## src/rtl/hdv_pkg.sv

```systemverilog
package hdv_pkg;
  // width of one video sample and number of interleaved samples per bus word
  localparam int SYM_W = 10;
  localparam int LANES = 2;
  // self-synchronising scrambler taps (x^9 + x^4 + 1)
  localparam int SCR_TAP_LO = 4;
  localparam int SCR_TAP_HI = 9;
  // preamble shape in bus words: all-ones words, then all-zero words
  localparam int PRE_ONES_WORDS = 1;
  localparam int PRE_ZERO_WORDS = 2;

  typedef enum logic {
    CAND_NONE = 1'b0,
    CAND_HELD = 1'b1
  } cand_state_e;
endpackage

```

## src/rtl/hdv_bit_descrambler.sv

```systemverilog
module hdv_bit_descrambler #(
  parameter int BUS_W  = 20,
  parameter int TAP_LO = 4,
  parameter int TAP_HI = 9
) (
  input  logic             clk,
  input  logic             rst_n,
  input  logic             bypass,
  input  logic [BUS_W-1:0] din,
  output logic [BUS_W-1:0] dout
);
  localparam int EXT_W = BUS_W + TAP_HI;

  logic              nrzi_q, nrzi_n;
  logic [TAP_HI-1:0] hist_q, hist_n;
  logic [BUS_W-1:0]  dout_q, dout_n;
  logic [BUS_W-1:0]  chan;
  logic [EXT_W-1:0]  ext;

  // next state: NRZI decode, then the self-synchronising descramble
  always_comb begin
    chan = din ^ {din[BUS_W-2:0], nrzi_q};
    ext  = {chan, hist_q};
    for (int i = 0; i < BUS_W; i++) begin
      dout_n[i] = ext[i+TAP_HI] ^ ext[i+TAP_HI-TAP_LO] ^ ext[i];
    end
    if (bypass) begin
      dout_n = din;
    end
    nrzi_n = din[BUS_W-1];
    hist_n = ext[EXT_W-1 -: TAP_HI];
  end

  always_ff @(posedge clk or negedge rst_n) begin
    if (!rst_n) begin
      nrzi_q <= 1'b0;
      hist_q <= '0;
      dout_q <= '0;
    end else begin
      nrzi_q <= nrzi_n;
      hist_q <= hist_n;
      dout_q <= dout_n;
    end
  end

  assign dout = dout_q;
endmodule

```

## src/rtl/hdv_preamble_finder.sv

```systemverilog
module hdv_preamble_finder #(
  parameter int BUS_W  = 20,
  parameter int ONES_W = 20,
  parameter int ZERO_W = 40,
  parameter int WIN_W  = 80,
  parameter int OFF_W  = 5
) (
  input  logic [WIN_W-1:0] window,
  output logic             hit,
  output logic [OFF_W-1:0] hit_pos
);
  logic [BUS_W-1:0] match;

  // one comparator per candidate bit offset
  for (genvar k = 0; k < BUS_W; k++) begin : g_off
    assign match[k] = (&window[k +: ONES_W]) & ~(|window[k+ONES_W +: ZERO_W]);
  end

  // lowest matching offset wins
  always_comb begin
    hit_pos = '0;
    for (int k = BUS_W - 1; k >= 0; k--) begin
      if (match[k]) hit_pos = OFF_W'(k);
    end
  end

  assign hit = |match;
endmodule

```

## src/rtl/hdv_boundary_ctrl.sv

```systemverilog
module hdv_boundary_ctrl
  import hdv_pkg::*;
#(
  parameter int OFF_W = 5
) (
  input  logic             clk,
  input  logic             rst_n,
  input  logic             hit,
  input  logic [OFF_W-1:0] hit_pos,
  input  logic             noise_immune,
  input  logic             bypass,
  output logic [OFF_W-1:0] off_use,
  output logic [OFF_W-1:0] bound,
  output logic             cand_held
);
  logic [OFF_W-1:0] off_q, off_n;
  logic [OFF_W-1:0] cand_q, cand_n;
  cand_state_e      cst_q, cst_n;
  logic             take;

  always_comb begin
    off_n  = off_q;
    cand_n = cand_q;
    cst_n  = cst_q;
    take   = 1'b0;
    if (hit) begin
      if (hit_pos == off_q) begin
        cst_n = CAND_NONE;
      end else if (!noise_immune) begin
        take  = 1'b1;
        cst_n = CAND_NONE;
      end else if (cst_q == CAND_HELD && cand_q == hit_pos) begin
        take  = 1'b1;
        cst_n = CAND_NONE;
      end else begin
        cand_n = hit_pos;
        cst_n  = CAND_HELD;
      end
      if (take) off_n = hit_pos;
    end
  end

  always_ff @(posedge clk or negedge rst_n) begin
    if (!rst_n) begin
      off_q  <= '0;
      cand_q <= '0;
      cst_q  <= CAND_NONE;
    end else begin
      off_q  <= off_n;
      cand_q <= cand_n;
      cst_q  <= cst_n;
    end
  end

  assign off_use   = bypass ? '0 : off_n;
  assign bound     = off_q;
  assign cand_held = (cst_q == CAND_HELD);
endmodule

```

## src/rtl/hdv_word_extract.sv

```systemverilog
module hdv_word_extract #(
  parameter int BUS_W = 20,
  parameter int OFF_W = 5
) (
  input  logic [2*BUS_W-2:0] seg,
  input  logic [OFF_W-1:0]   off,
  output logic [BUS_W-1:0]   word
);
  logic [2*BUS_W-2:0] shifted;

  always_comb begin
    shifted = seg >> off;
    word    = shifted[BUS_W-1:0];
  end
endmodule

```

## src/rtl/hdv_descram_framer.sv

```systemverilog
module hdv_descram_framer
  import hdv_pkg::*;
#(
  parameter int SYM_W_P  = hdv_pkg::SYM_W,
  parameter int LANES_P  = hdv_pkg::LANES,
  parameter int TAP_LO_P = hdv_pkg::SCR_TAP_LO,
  parameter int TAP_HI_P = hdv_pkg::SCR_TAP_HI
) (
  input  logic                       clk,
  input  logic                       rst_n,
  input  logic [SYM_W_P*LANES_P-1:0] data_in,
  input  logic                       skip_descramble,
  input  logic                       skip_framing,
  input  logic                       noise_immune,
  output logic [SYM_W_P*LANES_P-1:0] word_out
);
  localparam int BUS_W     = SYM_W_P * LANES_P;
  localparam int OFF_W     = $clog2(BUS_W);
  localparam int WIN_WORDS = PRE_ONES_WORDS + PRE_ZERO_WORDS + 1;
  localparam int WIN_W     = WIN_WORDS * BUS_W;

  // reset: asynchronous assertion, synchronised release
  logic [1:0] rst_pipe_q;
  logic       rst_sync_n;

  always_ff @(posedge clk or negedge rst_n) begin
    if (!rst_n) rst_pipe_q <= '0;
    else        rst_pipe_q <= {rst_pipe_q[0], 1'b1};
  end
  assign rst_sync_n = rst_pipe_q[1];

  logic [BUS_W-1:0] descr_word;

  hdv_bit_descrambler #(
    .BUS_W (BUS_W),
    .TAP_LO(TAP_LO_P),
    .TAP_HI(TAP_HI_P)
  ) u_descr (
    .clk   (clk),
    .rst_n (rst_sync_n),
    .bypass(skip_descramble),
    .din   (data_in),
    .dout  (descr_word)
  );

  // decoded-word history forming the search window
  logic [WIN_WORDS-1:1][BUS_W-1:0] hold_q, hold_n;

  always_comb begin
    hold_n[1] = descr_word;
    for (int i = 2; i < WIN_WORDS; i++) hold_n[i] = hold_q[i-1];
  end

  always_ff @(posedge clk or negedge rst_sync_n) begin
    if (!rst_sync_n) hold_q <= '0;
    else             hold_q <= hold_n;
  end

  logic [WIN_W-1:0] win_flat;
  for (genvar g = 0; g < WIN_WORDS; g++) begin : g_win
    if (g == WIN_WORDS - 1) begin : g_new
      assign win_flat[g*BUS_W +: BUS_W] = descr_word;
    end else begin : g_old
      assign win_flat[g*BUS_W +: BUS_W] = hold_q[WIN_WORDS-1-g];
    end
  end

  logic [BUS_W-1:0] oldest;
  assign oldest = hold_q[WIN_WORDS-1];

  logic             hit;
  logic [OFF_W-1:0] hit_pos;

  hdv_preamble_finder #(
    .BUS_W (BUS_W),
    .ONES_W(PRE_ONES_WORDS * BUS_W),
    .ZERO_W(PRE_ZERO_WORDS * BUS_W),
    .WIN_W (WIN_W),
    .OFF_W (OFF_W)
  ) u_find (
    .window (win_flat),
    .hit    (hit),
    .hit_pos(hit_pos)
  );

  logic [OFF_W-1:0] off_use;
  logic [OFF_W-1:0] bound_q;
  logic             cand_held;

  hdv_boundary_ctrl #(
    .OFF_W(OFF_W)
  ) u_ctrl (
    .clk         (clk),
    .rst_n       (rst_sync_n),
    .hit         (hit),
    .hit_pos     (hit_pos),
    .noise_immune(noise_immune),
    .bypass      (skip_framing),
    .off_use     (off_use),
    .bound       (bound_q),
    .cand_held   (cand_held)
  );

  logic [BUS_W-1:0] aligned;

  hdv_word_extract #(
    .BUS_W(BUS_W),
    .OFF_W(OFF_W)
  ) u_ext (
    .seg (win_flat[2*BUS_W-2:0]),
    .off (off_use),
    .word(aligned)
  );

  logic [BUS_W-1:0] word_q;

  always_ff @(posedge clk or negedge rst_sync_n) begin
    if (!rst_sync_n) word_q <= '0;
    else             word_q <= aligned;
  end

  assign word_out = word_q;
endmodule

```

## config.mk

```make
export PLATFORM = sky130hd
export DESIGN_NAME = hdv_descram_framer
export DESIGN_NICKNAME = d
export VERILOG_FILES = /design/src/rtl/hdv_pkg.sv /design/src/rtl/hdv_bit_descrambler.sv /design/src/rtl/hdv_preamble_finder.sv /design/src/rtl/hdv_boundary_ctrl.sv /design/src/rtl/hdv_word_extract.sv /design/src/rtl/hdv_descram_framer.sv
export SDC_FILE = /design/constraint.sdc
export NUM_CORES = 1
export LEC_CHECK = 0
export BUFFER_PORTS_ARGS = -buffer_cell sky130_fd_sc_hd__buf_2
export CORE_MARGIN = 4
export CORE_UTILIZATION = 49
export DETAILED_ROUTE_END_ITERATION = 12
export PLACE_DENSITY_LB_ADDON = 0.12
export SLEW_MARGIN = 20
export SYNTH_ARGS = -nofsm -noshare
export SYNTH_HDL_FRONTEND = slang
export SYNTH_HIERARCHICAL = 1
export SYNTH_SLANG_ARGS = --single-unit
```

## constraint.sdc

```tcl
create_clock -name clk -period 3.57 [get_ports clk]
set_clock_uncertainty 0.15 [all_clocks]
set_input_delay 0.8925 -clock clk [delete_from_list [all_inputs] [get_ports clk]]
set_output_delay 0.8925 -clock clk [all_outputs]
set_load 0.02 [all_outputs]
```

==> results.json <==
{
  "rsz0062_at_grt": "yes",
  "dpl_cell_area_mm2": 0.0100,
  "final.setup.worst_slack_ns": -1.38,
  "vdd_drop_max_uv": 449,
  "synth_top_flop_cell": "dfrtp_1",
  "rows": 46,
  "grt_max_degree": 53,
  "viasPerCell": 6.00,
  "coreArea_mm2": 0.0159,
  "die_y_um": 135,
  "setup_viol": 21,
  "mostFrequentLayoutCell": "buf_4",
  "synth_cell_types": 87,
  "violations": "negative setup slack",
  "gp_congestion": 1.01,
  "cts_tree": "built",
  "cp_top_family": "simple AND/OR/NAND/NOR gates",
  "syn-mean-instance-area_um2": 10.9,
  "yosysSeqAreaShare_pct": 38.9,
  "critPathKind": "reg2reg",
  "netlist_instances": 725,
  "cts_inserted_buffers": 17,
  "grt_overflow_total": 0,
  "status": "finished, violations left",
  "clk_latency_ns": 0.43,
  "cts-htree-levels": 4,
  "design_area_mm2": 0.0120,
  "dp.final_hpwl_um": 20900,
  "syn_to_final_growth_pct": 51.8,
  "cp.arrival_ns": 5.09,
  "synth.net_count": 750,
  "dr.first_iter.drc_count": 662,
  "slew_viol_final": 0,
  "drc": 0,
  "hold_buffers": 0,
  "period_share_pct": 139,
  "ant_nets": 0,
  "clock-sinks": 123,
  "ys_seq_elements": 123,
  "max_slew_margin_pct": 53.3,
  "die_w_um": 135,
  "clock-root-buffer": "clkbuf_16",
  "layout_common_cells": "237 x buf_4, 122 x dfrtp_1, 44 x buf_2",
  "crit_top_cell": "buf_6",
  "pre_cts_slack_ns": -1.54,
  "antenna_cells": 0,
  "cp_slowest_cell": "dfrtp_1",
  "maxCapViolCount": 0,
  "async_flop_share_pct": 100,
  "avgRoutedWirePerCell_um": 23.2,
  "netlist_area_mm2": 0.00792,
  "vias": 7508,
  "hold_viol_final": 0,
  "first_global_vias": 7637,
  "fillers": 1089,
  "die-area_mm2": 0.0183,
  "grt_usage_pct": 31.3,
  "portBuffers": 44,
  "critPathMaxFanout": 5,
  "clk_pin_slew_ns": 0.06,
  "first_pass_iters": 7,
  "ff2ff_setup_slack_ns": -1.38,
  "cts_buffer_depth": 2,
  "fmax_mhz": 202,
  "ios": 45,
  "antenna_found_initial": 0,
  "initial_core_util_pct": 49.8,
  "leakagePower_nw": 5.15,
  "cp.required_ns": 3.72,
  "period_minus_slack_ns": 4.95,
  "cp-start-kind": "flip-flop",
  "path_cells": "nor4_2, nand4_1, buf_6, nor4_2, a22oi_2, and4_1, nand2_2, xor2_1, nor4_4, a41o_4, mux2i_4, buf_12, buf_16, buf_6, buf_6, mux2_4, a211oi_2, buf_4, o22ai_2, or3_4",
  "grt_pass1_wl_um": 43200,
  "cpPeakStageDelay_ns": 0.40,
  "min_path_type": "in2async",
  "drt-total-wl_um": 29100,
  "end_kind": "flip-flop",
  "drive_gt1_share_pct": 53.4,
  "power.density_mw_per_mm2": 451,
  "layout.nets": 1048,
  "crit_buf_inv": 6,
  "tightest_slew_ns": 0.700,
  "synth_edf_count": 0,
  "yosys_warnings": 6
}
[state kept, by name, indices dropped and copies added, names as in the netlist]
register / count
rst_pipe_q: 2
u_descr/dout: 20
u_ctrl/cand_q: 5
u_ctrl/cand_held: 1
u_ctrl/bound: 5
word_out: 20
hold_n: 40
u_descr/hist_q: 9
oldest: 20
u_descr/nrzi_q: 1
[repair_timing]
action                                  4_1_cts  5_1_grt
setup buffers                                20       30
pin swaps                                    26       53
gates cloned                                  5        0
endpoints found under the setup margin       20       30
resized for setup                            84      112
[final cells by class]
| type | instances | area (um^2) | share of cell area, % |
|---|---|---|---|
| clock buffers | 17 | 425 | 3.54 |
| inverters | 7 | 26.3 | 0.219 |
| flip-flops and latches | 123 | 3080 | 25.6 |
| multi-input cells | 554 | 5450 | 45.3 |
| repair buffers | 320 | 2590 | 21.5 |
| well taps | 216 | 270 | 2.25 |
| clock inverters | 14 | 184 | 1.53 |
[metrics by stage]
step | TNS (ns) | power [mW] | std cells | hold slack [ns] | utilization (%)
6_report | -25.16 | 5.42 | 1251 | 0.0918 | 75.7
5_1_grt | -30.05 | 5.61 | 1251 | 0.0736 | 75.7
4_1_cts | -22.50 | 5.23 | 1225 | 0.0782 | 71.1
3_5_place_dp | -26.42 | 3.33 | 1170 | 0.191 | 63.2
3_3_place_gp | -24.72 | 3.30 | 1170 | 0.186 | 63.2
2_1_floorplan | -13.75 | 2.53 | 725 | 0.181 | -
[final timing paths]
path	startpoint	end	cells after the start
worst max-delay path	hold_n[31]$_DFF_PN0_	word_out[10]$_DFF_PN0_	20
worst min-delay path	rst_n	rst_pipe_q[1]$_DFF_PN0_	1
worst max register to register	hold_n[31]$_DFF_PN0_	word_out[10]$_DFF_PN0_	20
worst min register to register	rst_pipe_q[0]$_DFF_PN0_	rst_pipe_q[1]$_DFF_PN0_	0
max in group asynchronous	rst_pipe_q[1]$_DFF_PN0_	u_descr/dout[2]$_DFF_PN0_	1
min in group clk	rst_pipe_q[0]$_DFF_PN0_	rst_pipe_q[1]$_DFF_PN0_	0
[where the power goes]
| group | switching, mW | internal [mW] |
|---|---|---|
| Sequential | 0.202 | 1.63 |
| Clock | 0.698 | 1.11 |
| Combinational | 0.921 | 0.856 |
[cell usage after synthesis, drive strengths merged, types with 4 or more instances]
cell,n,area [um^2]
a21oi,10,50.1
a22oi,7,62.6
and3,4,27.5
buf,30,210
clkbuf,11,47.6
dfrtp,123,3080
inv,7,26.3
mux2,41,469
mux2i,64,666
mux4,16,364
nand2,46,173
nand2b,22,138
nand3,13,65.1
nand4,18,125
nand4b,4,35.0
nor2,44,165
nor2b,15,93.8
nor3,18,90.1
nor4,18,189
nor4bb,6,60.1
o211ai,5,37.5
o21ai,14,70.1
o22ai,31,194
o32ai,4,35.0
or2,10,62.6
or3,4,25.0
xnor2,34,305
xor2,42,368
[routing by layer]
metal	global-route usage (%)	routed length, um
met2	47.8	13700
met4	10.5	727
met5	0	0
met1	42.5	11900
met3	9.95	2720
[cell families (layout without fill, tap and decap cells)]
family / Yosys count / in the layout / synth area share (%)
AND/OR/NAND/NOR: 248 / 248 / 19.0
flip-flops: 123 / 123 / 38.9
multiplexers: 121 / 121 / 18.9
AO/OA/AOI/OAI: 103 / 103 / 9.62
XOR/XNOR: 81 / 81 / 9.96
buffers and inverters: 48 / 358 / 3.59
other: 1 / 1 / 0.0474
Note: power is estimated with default switching activity, not from simulation.
